### src/rtl/fpd_pkg.sv
package fpd_pkg;
   localparam int SP_W   = 32;
   localparam int EXP_W  = 8;
   localparam int FRAC_W = 23;
   localparam int MANT_W = FRAC_W + 1;
   localparam int SE_W   = EXP_W + 2;
   localparam int BIAS   = 127;
   localparam logic [SP_W-1:0] NAN_WORD = 32'hFFC00000;

   localparam int FL_N   = 5;
   localparam int FL_INV = 0;
   localparam int FL_DZ  = 1;
   localparam int FL_OF  = 2;
   localparam int FL_UF  = 3;
   localparam int FL_DEN = 4;

   typedef struct packed {
      logic             arith;
      logic             exc;
      logic [FL_N-1:0]  flags;
      logic [SP_W-1:0]  value;
   } pre_t;

   function automatic int lat_for_mode(input int mode);
      case (mode)
         1:       return 30;
         2:       return 24;
         default: return 28;
      endcase
   endfunction
endpackage

### src/rtl/fpd_classify.sv
module fpd_classify
   import fpd_pkg::*;
(
   input  logic [SP_W-1:0] dvsr,
   input  logic [SP_W-1:0] dvnd,
   output pre_t            pre
);
   logic [EXP_W-1:0]  ex_s, ex_d;
   logic [FRAC_W-1:0] fr_s, fr_d;
   logic s_den, d_den, s_zero, d_zero, s_inf, d_inf;
   logic s_nan, d_nan, s_qn, d_qn, s_sn, d_sn, sq;

   always_comb begin
      ex_s   = dvsr[SP_W-2 -: EXP_W];
      ex_d   = dvnd[SP_W-2 -: EXP_W];
      fr_s   = dvsr[FRAC_W-1:0];
      fr_d   = dvnd[FRAC_W-1:0];
      sq     = dvsr[SP_W-1] ^ dvnd[SP_W-1];
      s_den  = (ex_s == '0) && (fr_s != '0);
      d_den  = (ex_d == '0) && (fr_d != '0);
      s_zero = (ex_s == '0) && (fr_s == '0);
      d_zero = (ex_d == '0) && (fr_d == '0);
      s_inf  = (ex_s == '1) && (fr_s == '0);
      d_inf  = (ex_d == '1) && (fr_d == '0);
      s_nan  = (ex_s == '1) && (fr_s != '0);
      d_nan  = (ex_d == '1) && (fr_d != '0);
      s_qn   = s_nan &&  fr_s[FRAC_W-1];
      d_qn   = d_nan &&  fr_d[FRAC_W-1];
      s_sn   = s_nan && !fr_s[FRAC_W-1];
      d_sn   = d_nan && !fr_d[FRAC_W-1];

      pre = '0;
      if (s_den || d_den) begin
         pre.value        = NAN_WORD;
         pre.flags[FL_DEN] = 1'b1;
         pre.exc          = 1'b1;
      end else if (s_sn || d_sn || (s_zero && d_zero) || (s_inf && d_inf)) begin
         pre.value        = NAN_WORD;
         pre.flags[FL_INV] = 1'b1;
         pre.exc          = 1'b1;
      end else if (s_qn || d_qn) begin
         pre.value        = NAN_WORD;
      end else if (s_zero && !d_inf) begin
         pre.value        = {sq, {EXP_W{1'b1}}, {FRAC_W{1'b0}}};
         pre.flags[FL_DZ]  = 1'b1;
         pre.exc          = 1'b1;
      end else if (d_inf) begin
         pre.value        = {sq, {EXP_W{1'b1}}, {FRAC_W{1'b0}}};
      end else if (s_inf || d_zero) begin
         pre.value        = {sq, {(SP_W-1){1'b0}}};
      end else begin
         pre.arith        = 1'b1;
      end
   end
endmodule

### src/rtl/fpd_divcore.sv
module fpd_divcore
   import fpd_pkg::*;
#(
   parameter int RB  = 1,
   parameter int Q_W = 27
) (
   input  logic              clk,
   input  logic              rst_n,
   input  logic              load,
   input  logic              step,
   input  logic [MANT_W-1:0] num,
   input  logic [MANT_W-1:0] den,
   output logic [Q_W-1:0]    quo,
   output logic              rem_nz
);
   logic [MANT_W:0]   rem_q;
   logic [MANT_W-1:0] den_q;
   logic [RB-1:0]     qbits;
   logic [MANT_W:0]   rem_next;

   for (genvar i = 0; i < RB; i++) begin : g_stage
      logic [MANT_W:0] r_in, r_out, diff;
      logic            ge;
      if (i == 0) begin : g_first
         assign r_in = rem_q;
      end else begin : g_next
         assign r_in = g_stage[i-1].r_out;
      end
      assign ge          = r_in >= {1'b0, den_q};
      assign diff        = ge ? (r_in - {1'b0, den_q}) : r_in;
      assign r_out       = {diff[MANT_W-1:0], 1'b0};
      assign qbits[RB-1-i] = ge;
   end
   assign rem_next = g_stage[RB-1].r_out;

   always_ff @(posedge clk) begin
      if (!rst_n) begin
         rem_q <= '0;
         den_q <= '0;
         quo   <= '0;
      end else if (load) begin
         rem_q <= {1'b0, num};
         den_q <= den;
         quo   <= '0;
      end else if (step) begin
         rem_q <= rem_next;
         quo   <= {quo[Q_W-RB-1:0], qbits};
      end
   end

   assign rem_nz = (rem_q != '0);
endmodule

### src/rtl/fpd_round.sv
module fpd_round
   import fpd_pkg::*;
#(
   parameter int Q_W = 27
) (
   input  logic [Q_W-1:0]         quo,
   input  logic                   rem_nz,
   input  logic signed [SE_W-1:0] e_in,
   input  logic                   sign,
   output logic [SP_W-1:0]        value,
   output logic                   uf,
   output logic                   of
);
   logic [MANT_W-1:0]      man;
   logic                   grd, stk;
   logic signed [SE_W-1:0] e_n, e_r;
   logic [MANT_W:0]        sum;

   always_comb begin
      if (quo[Q_W-1]) begin
         man = quo[Q_W-1 -: MANT_W];
         grd = quo[Q_W-1-MANT_W];
         stk = (|quo[Q_W-2-MANT_W:0]) | rem_nz;
         e_n = e_in;
      end else begin
         man = quo[Q_W-2 -: MANT_W];
         grd = quo[Q_W-2-MANT_W];
         stk = (|quo[Q_W-3-MANT_W:0]) | rem_nz;
         e_n = e_in - SE_W'(1);
      end
      sum = {1'b0, man} + {{MANT_W{1'b0}}, grd & (stk | man[0])};
      e_r = sum[MANT_W] ? (e_n + SE_W'(1)) : e_n;
      uf  = (e_r <= 0);
      of  = (e_r >= SE_W'((1 << EXP_W) - 1));
      if (uf)
         value = {sign, {(SP_W-1){1'b0}}};
      else if (of)
         value = {sign, {EXP_W{1'b1}}, {FRAC_W{1'b0}}};
      else
         value = {sign, e_r[EXP_W-1:0], sum[FRAC_W-1:0]};
   end
endmodule

### src/rtl/fp_quot_seq.sv
module fp_quot_seq
   import fpd_pkg::*;
#(
   parameter int               LAT_MODE = 0,
   parameter int               EXC_W    = 5,
   parameter logic [EXC_W-1:0] EXC_CODE = 5'b00110
) (
   input  logic             clk,
   input  logic             rst_n,
   input  logic             start,
   input  logic [SP_W-1:0]  dvsr_i,
   input  logic [SP_W-1:0]  dvnd_i,
   input  logic             clr_flags,
   output logic             done,
   output logic [SP_W-1:0]  result,
   output logic             wr_en,
   output logic             exc_valid,
   output logic [EXC_W-1:0] exc_code,
   output logic [FL_N-1:0]  status
);
   localparam int LAT        = lat_for_mode(LAT_MODE);
   localparam int RADIX_BITS = (LAT_MODE == 2) ? 2 : 1;
   localparam int Q_MIN      = MANT_W + 3;
   localparam int ITER       = (Q_MIN + RADIX_BITS - 1) / RADIX_BITS;
   localparam int Q_W        = ITER * RADIX_BITS;
   localparam int CNT_W      = $clog2(LAT + 1);

   if (LAT_MODE < 0 || LAT_MODE > 2) begin : g_bad_mode
      $error("fp_quot_seq: LAT_MODE must be 0, 1 or 2");
   end
   if (ITER >= LAT) begin : g_bad_iter
      $error("fp_quot_seq: divider iterations do not fit the latency");
   end
   if (EXC_W < 1) begin : g_bad_exc
      $error("fp_quot_seq: EXC_W must be positive");
   end

   logic                   busy;
   logic [CNT_W-1:0]       cnt;
   pre_t                   pre_c, pre_r;
   logic signed [SE_W-1:0] ed_r;
   logic                   sgn_r;
   logic                   load, step;
   logic [Q_W-1:0]         quo;
   logic                   rem_nz;
   logic [SP_W-1:0]        arith_val, fin_val;
   logic                   a_uf, a_of, fin_exc;
   logic [FL_N-1:0]        fin_fl, fl_base;

   assign load    = start && !busy;
   assign step    = busy && (cnt <= CNT_W'(ITER));
   assign fl_base = clr_flags ? '0 : status;

   fpd_classify u_cls (
      .dvsr (dvsr_i),
      .dvnd (dvnd_i),
      .pre  (pre_c)
   );

   fpd_divcore #(.RB(RADIX_BITS), .Q_W(Q_W)) u_core (
      .clk    (clk),
      .rst_n  (rst_n),
      .load   (load),
      .step   (step),
      .num    ({1'b1, dvnd_i[FRAC_W-1:0]}),
      .den    ({1'b1, dvsr_i[FRAC_W-1:0]}),
      .quo    (quo),
      .rem_nz (rem_nz)
   );

   fpd_round #(.Q_W(Q_W)) u_rnd (
      .quo    (quo),
      .rem_nz (rem_nz),
      .e_in   (ed_r),
      .sign   (sgn_r),
      .value  (arith_val),
      .uf     (a_uf),
      .of     (a_of)
   );

   always_comb begin
      fin_fl = '0;
      if (pre_r.arith) begin
         fin_val        = arith_val;
         fin_fl[FL_UF]  = a_uf;
         fin_fl[FL_OF]  = a_of;
         fin_exc        = a_uf | a_of;
      end else begin
         fin_val        = pre_r.value;
         fin_fl         = pre_r.flags;
         fin_exc        = pre_r.exc;
      end
   end

   always_ff @(posedge clk) begin
      if (!rst_n) begin
         busy      <= 1'b0;
         cnt       <= '0;
         pre_r     <= '0;
         ed_r      <= '0;
         sgn_r     <= 1'b0;
         done      <= 1'b0;
         result    <= '0;
         wr_en     <= 1'b0;
         exc_valid <= 1'b0;
         exc_code  <= '0;
         status    <= '0;
      end else begin
         done      <= 1'b0;
         wr_en     <= 1'b0;
         exc_valid <= 1'b0;
         exc_code  <= '0;
         status    <= fl_base;
         if (load) begin
            busy  <= 1'b1;
            cnt   <= CNT_W'(1);
            pre_r <= pre_c;
            ed_r  <= $signed({2'b00, dvnd_i[SP_W-2 -: EXP_W]})
                   - $signed({2'b00, dvsr_i[SP_W-2 -: EXP_W]})
                   + SE_W'(BIAS);
            sgn_r <= dvsr_i[SP_W-1] ^ dvnd_i[SP_W-1];
         end else if (busy) begin
            cnt <= cnt + CNT_W'(1);
            if (cnt == CNT_W'(LAT)) begin
               busy      <= 1'b0;
               cnt       <= '0;
               done      <= 1'b1;
               result    <= fin_val;
               wr_en     <= !fin_exc;
               exc_valid <= fin_exc;
               exc_code  <= fin_exc ? EXC_CODE : '0;
               status    <= fl_base | fin_fl;
            end
         end
      end
   end
endmodule

### config.mk
export PLATFORM = sky130hd
export DESIGN_NAME = fp_quot_seq
export DESIGN_NICKNAME = d
export VERILOG_FILES = /design/src/rtl/fpd_pkg.sv /design/src/rtl/fpd_classify.sv /design/src/rtl/fpd_divcore.sv /design/src/rtl/fpd_round.sv /design/src/rtl/fp_quot_seq.sv
export SDC_FILE = /design/constraint.sdc
export NUM_CORES = 1
export LEC_CHECK = 0
export BUFFER_PORTS_ARGS = -buffer_cell sky130_fd_sc_hd__buf_2
export CAP_MARGIN = 5
export CORE_UTILIZATION = 45
export CTS_BUF_LIST = sky130_fd_sc_hd__clkbuf_4 sky130_fd_sc_hd__clkbuf_8
export DETAILED_ROUTE_END_ITERATION = 16
export RECOVER_POWER = 50
export SLEW_MARGIN = 30
export SYNTH_ARGS = -nofsm -noshare
export SYNTH_HDL_FRONTEND = slang
export SYNTH_SLANG_ARGS = --single-unit
### constraint.sdc
create_clock -name clk -period 8 [get_ports clk]
set_input_delay 0.8 -clock clk [delete_from_list [all_inputs] [get_ports clk]]
set_output_delay 0.8 -clock clk [all_outputs]
set_load 0.02 [all_outputs]
==> results.cfg, run 1 <==
[power_and_ir_drop]
powerDensity_nw_per_um2 = 214
peakVddDrop_v = 0.000117
power.leakage_nw = 3.92
p_total_mw = 2.21

[worst_setup_path]
worstPathArrival_ps = 5450
crit_fanout = 40
cpMaxStageDelayCell = nand4_2
r2r-start = u_core.quo[26]
cp_cell_sequence = buf_4 -> nand2_1 -> a21boi_0 -> ha_1 -> nand4_1 -> or4b_4 -> or4_4 -> or4_4 -> o21a_1 -> o22a_1 -> o21ai_2 -> nand4_2 -> o31ai_1
slowest_delay_ps = 680
crit_type = flop to flop
rr_worst_depth = 13
crit_required_ps = 8350
r2r-end = result[5]
worst-path-stages = 13
crit_buf_inv = 1
path_common_cell = or4_4
critical-path-top-delay-family = simple AND/OR/NAND/NOR gates
cp-start-kind = flop
critPathCaptureType = flop
rrSetupSlack_ps = 2900

[placement]
dpl_cell_area_sq_um = 9910
gp_congestion = 0.902
dp.cells = 1520
dp_hpwl_microns = 17300
port_buffers = 109

[routing]
via_count = 8571
routed_via_density = 5.52
drt-initial-drc-count = 511
drtAntennaViolNets = 0
drt-pass1-iter-count = 5
finalWirelength_microns = 23900
wl_per_cell_microns = 15.4
drc = 0

[cts]
post-cts-setup-buffers = 0
cts_root_buffer = clkbuf_8
h-tree-depth = 4
cts_tree = yes
postCtsHoldBufs = 0
cts_resized = 0
clock_latency_ps = 450
clk_path_buf_depth = 2
numCtsBuffers = 17
cts_sinks = 141
clk_pin_slew_ps = 80

[run_status]
violations = max-capacitance violations, max-slew violations
outcome = finished with violations

[floorplan]
core_sq_um = 20200
start_util_pct = 45.7
pin_count = 113
die-area_sq_um = 21100
fp.dieW_microns = 145
chipHeight_microns = 145
fp-row-count = 52

[synthesis]
synth_largest_area_cell = dfxtp_1
ys_types = 83
synth_top_area_share_pct = 30.6
synth_area_leaders = dfxtp_1, nand2_1, ha_1, a21oi_1, o21ai_0
synth_most_common_cell = nand2_1
synth_edf_count = 0
synth_cells = 1200
syn-cell-area_sq_um = 9220
synth_seq_area_share_pct = 30.6
synth_seq_cells = 141
async_reset_ff_share_pct = 0
syn_avg_cell_area_sq_um = 7.69
yosys-top-cells-count = nand2_1, dfxtp_1, a21oi_1, o21ai_0, inv_1
yosys_most_used_dff = dfxtp_1
synth_warnings = 0

[global_route]
grt_pass1_wl_microns = 39700
grt_start_max_net_pins = 71
grt.overflow.total = 0
grt.total_usage_pct = 22.9
grt_pass1_vias = 7928
antenna_found_initial = 0

[sta]
hold_viol_final = 0
fmax_ghz = 0.196
slew_headroom_pct = -97.1
worstMarginPinSlew_ps = 2960
finalSetupTns_ps = 0
fin_crit_sh_pct = 63.8
fin_crit_ps = 5100
setup_viol = 0
clock-skew-final_ps = 11.0
drv_slew = 130
grt_setup_unrepaired = no

[hold_path]
min_path_type = flop to flop
min_path_cells = 2
min_from = result[11]
min_to = result[11]

[cells_and_area]
antenna_cells = 0
fin_area_sq_um = 10300
drive_gt1_share_pct = 13.2
final_nets = 1377
syn_to_final_growth_pct = 12.0
nFillCells = 2052
final_util_pct = 51.2
fin_cells = 1552

[job]
maxCapViolCount = 2
worst min-delay path, delay by kind of cell, from the launching register on:
kind | cells | cell delay [ps]
compound gates | 1 | 40
simple gates | 1 | 60
flops | 1 | 330
kinds of logic (layout without fill, tap and decap cells):
family,count (synthesis),count (layout),synth area share (%)
other,1,3,0.0407
AND/OR/NAND/NOR,475,475,24.6
XOR/XNOR,59,59,5.68
multiplexers,31,31,3.46
flip-flops,141,141,30.6
adder cells (fa/ha/maj),40,40,5.59
AO/OA/AOI/OAI,323,323,24.2
buffers and inverters,130,210,5.83
worst max path at each step:
stage / slack [ps] / to / from
floorplan: 3110 / result[21] / u_core.quo[26]
detailed placement: 2920 / result[5] / u_core.quo[26]
global placement: 3040 / result[5] / u_core.quo[26]
global route: 2580 / result[19] / u_core.quo[26]
CTS: 2900 / result[5] / u_core.quo[26]
finish: 2900 / result[5] / u_core.quo[26]
through the flow:
step                setup slack [ps]  hold slack, ps
floorplan                       3110             436
global placement                3040             431
detailed placement              2920             436
CTS                             2900             456
global route                    2580             476
finish                          2900             456
per-layer routing:
layer / routed length [microns] / part of all wire, % / global-route usage, % / vias to the layer above
met5: 0 / 0 / 0 / -
met4: 372 / 1.6 / 6.74 / 0
met3: 765 / 3.2 / 2.96 / 25
met2: 11000 / 46 / 37.5 / 166
met1: 11800 / 49 / 31.3 / 4013
li1: - / - / - / 4367
area by class of cell:
class | instances | area, sq um | share of cell area (%)
multi-input combinational | 931 | 5900 | 57.2
sequential | 141 | 2820 | 27.3
timing repair buffer | 119 | 553 | 5.35
tap | 270 | 338 | 3.27
clock buffer | 19 | 255 | 2.47
clock inverter | 13 | 235 | 2.28
inverter | 59 | 221 | 2.14
sequential cells by signal, summed over array words and instances, names as in the netlist, 5 cells and up:
| name | count |
|---|---|
| u_core.den_q | 24 |
| u_core.g_stage.r_in | 25 |
| cnt | 5 |
| result | 32 |
| ed_r | 10 |
| u_core.quo | 27 |
| status | 5 |
| pre_r | 8 |
cell usage in the layout, fill, tap and decap left out, types with 10 or more instances in the layout:
| master | count |
|---|---|
| nor2b_1 | 21 |
| nor4_1 | 27 |
| nand2_1 | 234 |
| xnor2_1 | 30 |
| nor2_1 | 56 |
| inv_1 | 59 |
| a22o_1 | 13 |
| a21oi_1 | 81 |
| a21boi_0 | 31 |
| buf_2 | 67 |
| nand4_1 | 18 |
| o21ai_2 | 22 |
| a21o_1 | 16 |
| ha_1 | 38 |
| and3_1 | 18 |
| nand3_1 | 27 |
| mux2i_1 | 24 |
| clkbuf_1 | 46 |
| clkbuf_8 | 18 |
| and2_1 | 10 |
| nor3_1 | 16 |
| dfxtp_1 | 140 |
| o21ai_0 | 69 |
| xor2_1 | 28 |
where the power goes:
| part | internal [mW] | switching, mW |
|---|---|---|
| clock network | 0.417 | 0.293 |
| logic | 0.296 | 0.424 |
| registers | 0.739 | 0.0451 |
Note: power is estimated with default switching activity, not from simulation.
==> run 2, diff against run 1 <==
==> constraint.sdc (replaced) <==
create_clock -name clk -period 5.1 [get_ports clk]
set_input_delay 0.51 -clock clk [delete_from_list [all_inputs] [get_ports clk]]
set_output_delay 0.51 -clock clk [all_outputs]
set_load 0.02 [all_outputs]
==> results.cfg, run 2 (synthesis gave the netlist of run 1 again) <==
[placement]
port_buffers = 109
gp_congestion = 0.919
dp_hpwl_microns = 17600

[sta]
fmax_ghz = 0.226
finalSetupTns_ps = 0
setup_viol = 0
hold_ws_ps = 309
fin_crit_sh_pct = 86.7
worstMarginPinSlew_ps = 2210
drv_slew = 63
slew_headroom_pct = -47.7
fin_crit_ps = 4420
hold_viol_final = 0
grt_setup_unrepaired = no
clock-skew-final_ps = 12.2

[routing]
drtAntennaViolNets = 0
via_count = 8532
drt-pass1-iter-count = 4
wl_per_cell_microns = 15.6
routed_via_density = 5.49
drt-initial-drc-count = 415
drc = 0
finalWirelength_microns = 24200

[cts]
clk_path_buf_depth = 2
numCtsBuffers = 17
cts_sinks = 141
cts_tree = yes
cts_resized = 0
clock_latency_ps = 450
h-tree-depth = 4
post-cts-setup-buffers = 0
postCtsHoldBufs = 0
cts_root_buffer = clkbuf_8
clk_pin_slew_ps = 90

[worst_setup_path]
crit_buf_inv = 1
crit_fanout = 22
cpMaxStageDelayCell = nand4_2
critical-path-top-delay-family = simple AND/OR/NAND/NOR gates
rrSetupSlack_ps = 680
crit_type = flop to flop
r2r-start = u_core.quo[26]
r2r-end = result[5]
rr_worst_depth = 12
cp_cell_sequence = inv_1 -> nand2_1 -> a21boi_0 -> ha_1 -> nand4_1 -> or4b_4 -> or4_4 -> nor4_2 -> nand3_1 -> xnor2_2 -> nand4_2 -> o31ai_1
cp-start-kind = flop
worstPathArrival_ps = 4780
crit_required_ps = 5450
critPathCaptureType = flop
slowest_delay_ps = 780

[run_status]
outcome = finished with violations
violations = max-capacitance violations, max-slew violations

[power_and_ir_drop]
power_frac_seq_pct = 37.6
power.leakage_nw = 3.86
peakVddDrop_v = 0.000167
pwr-share-clk_pct = 28.1
pwr-share-comb_pct = 34.3
p_int_mw = 2.07
powerDensity_nw_per_um2 = 320
p_sw_mw = 1.20
swShare_pct = 36.8

[cells_and_area]
nFillCells = 2077
final_common_cell = nand2_1
drive_gt1_share_pct = 13.2
final_cell_mix = nand2_1, dfxtp_1, a21oi_1
regMostFlops = result
antenna_cells = 0
syn_to_final_growth_pct = 10.9
largest_reg_flops = 32
final_nets = 1378

[floorplan]
fp-row-count = 52
chipHeight_microns = 145
core_sq_um = 20200
pin_count = 113
start_util_pct = 45.7
die-area_sq_um = 21100
fp.dieW_microns = 145

[hold_path]
min_to = u_core.den_q[14]
min_path_cells = 3
min_path_type = input pin to flop
min_from = dvsr_i[14]

[global_route]
grt.overflow.total = 0
grt.total_usage_pct = 23.0
grt_pass1_wl_microns = 39500
antenna_found_initial = 0
grt_start_max_net_pins = 67
grt_pass1_vias = 7851

[job]
maxCapViolCount = 2
## run 2: changes by cell type in the layout (fill, tap and decap cells not counted), moves of 2 or more
| cell | delta |
|---|---|
| and2_0 | +2 |
| inv_6 | -2 |
| nor2b_1 | +2 |
| clkinvlp_4 | +4 |
| clkinv_2 | +2 |
| clkbuf_1 | -2 |
| bufinv_16 | -4 |
| nor2b_4 | -2 |
| and2_1 | -2 |
| buf_4 | +3 |
## run 2: worst max path at each step
stage | end | cells past startpoint | from
final | result[5] | 12 | u_core.quo[26]
after detailed placement | result[5] | 12 | u_core.quo[26]
after global routing | result[19] | 12 | u_core.quo[26]
after CTS | result[5] | 12 | u_core.quo[26]
after global placement | result[5] | 13 | u_core.quo[26]
after floorplan | result[21] | 18 | u_core.quo[26]
## run 2: stage by stage
stage                     power (mW)  area (sq um)  setup WS [ps]  cells  utilization [%]
after floorplan                 2.09          9230            211   1202                -
after global placement          2.36          9910            716   1521             49.1
after detailed placement        2.37          9920            664   1521             49.2
after CTS                       3.29         10300            655   1553             51.1
after global routing            3.48         10200            341   1553             50.7
final                           3.27         10200            679   1553             50.7
## run 2: per-layer routing
metal,vias up,wire [microns],GRT usage (%),share of wire (%)
met4,0,563,8.00,2.3
met3,34,956,3.62,4.0
met2,166,10700,36.1,44
met5,-,0,0,0
li1,4362,-,-,-
met1,3970,11900,32.0,49
## run 2: cell type report
cell class	instances	area [sq um]	area share, %
multi-input cells	931	5890	57.5
flip-flops and latches	141	2820	27.6
repair buffers	120	568	5.55
well taps	270	338	3.30
clock buffers	18	248	2.42
inverters	59	221	2.16
clock inverters	14	146	1.43
## run 2: power groups by stage
stage               sequential [mW]  combinational [mW]  clock, mW
floorplan                      1.22               0.869          0
global placement               1.26                1.11          0
detailed placement             1.26                1.11          0
CTS                            1.23                1.12      0.943
global route                   1.24                1.25      0.990
finish                         1.23                1.12      0.918
## run 2: worst register-to-register path: cells and delay by family, from the launching register on
kind                       cells  cell delay, ps
AOI/OAI and AO/OA              2             620
adders and majority gates      1             220
DFF                            1             350
xor gates and xnor gates       1             360
and+or+nand+nor                7            2630
buffers and inverters          1             140
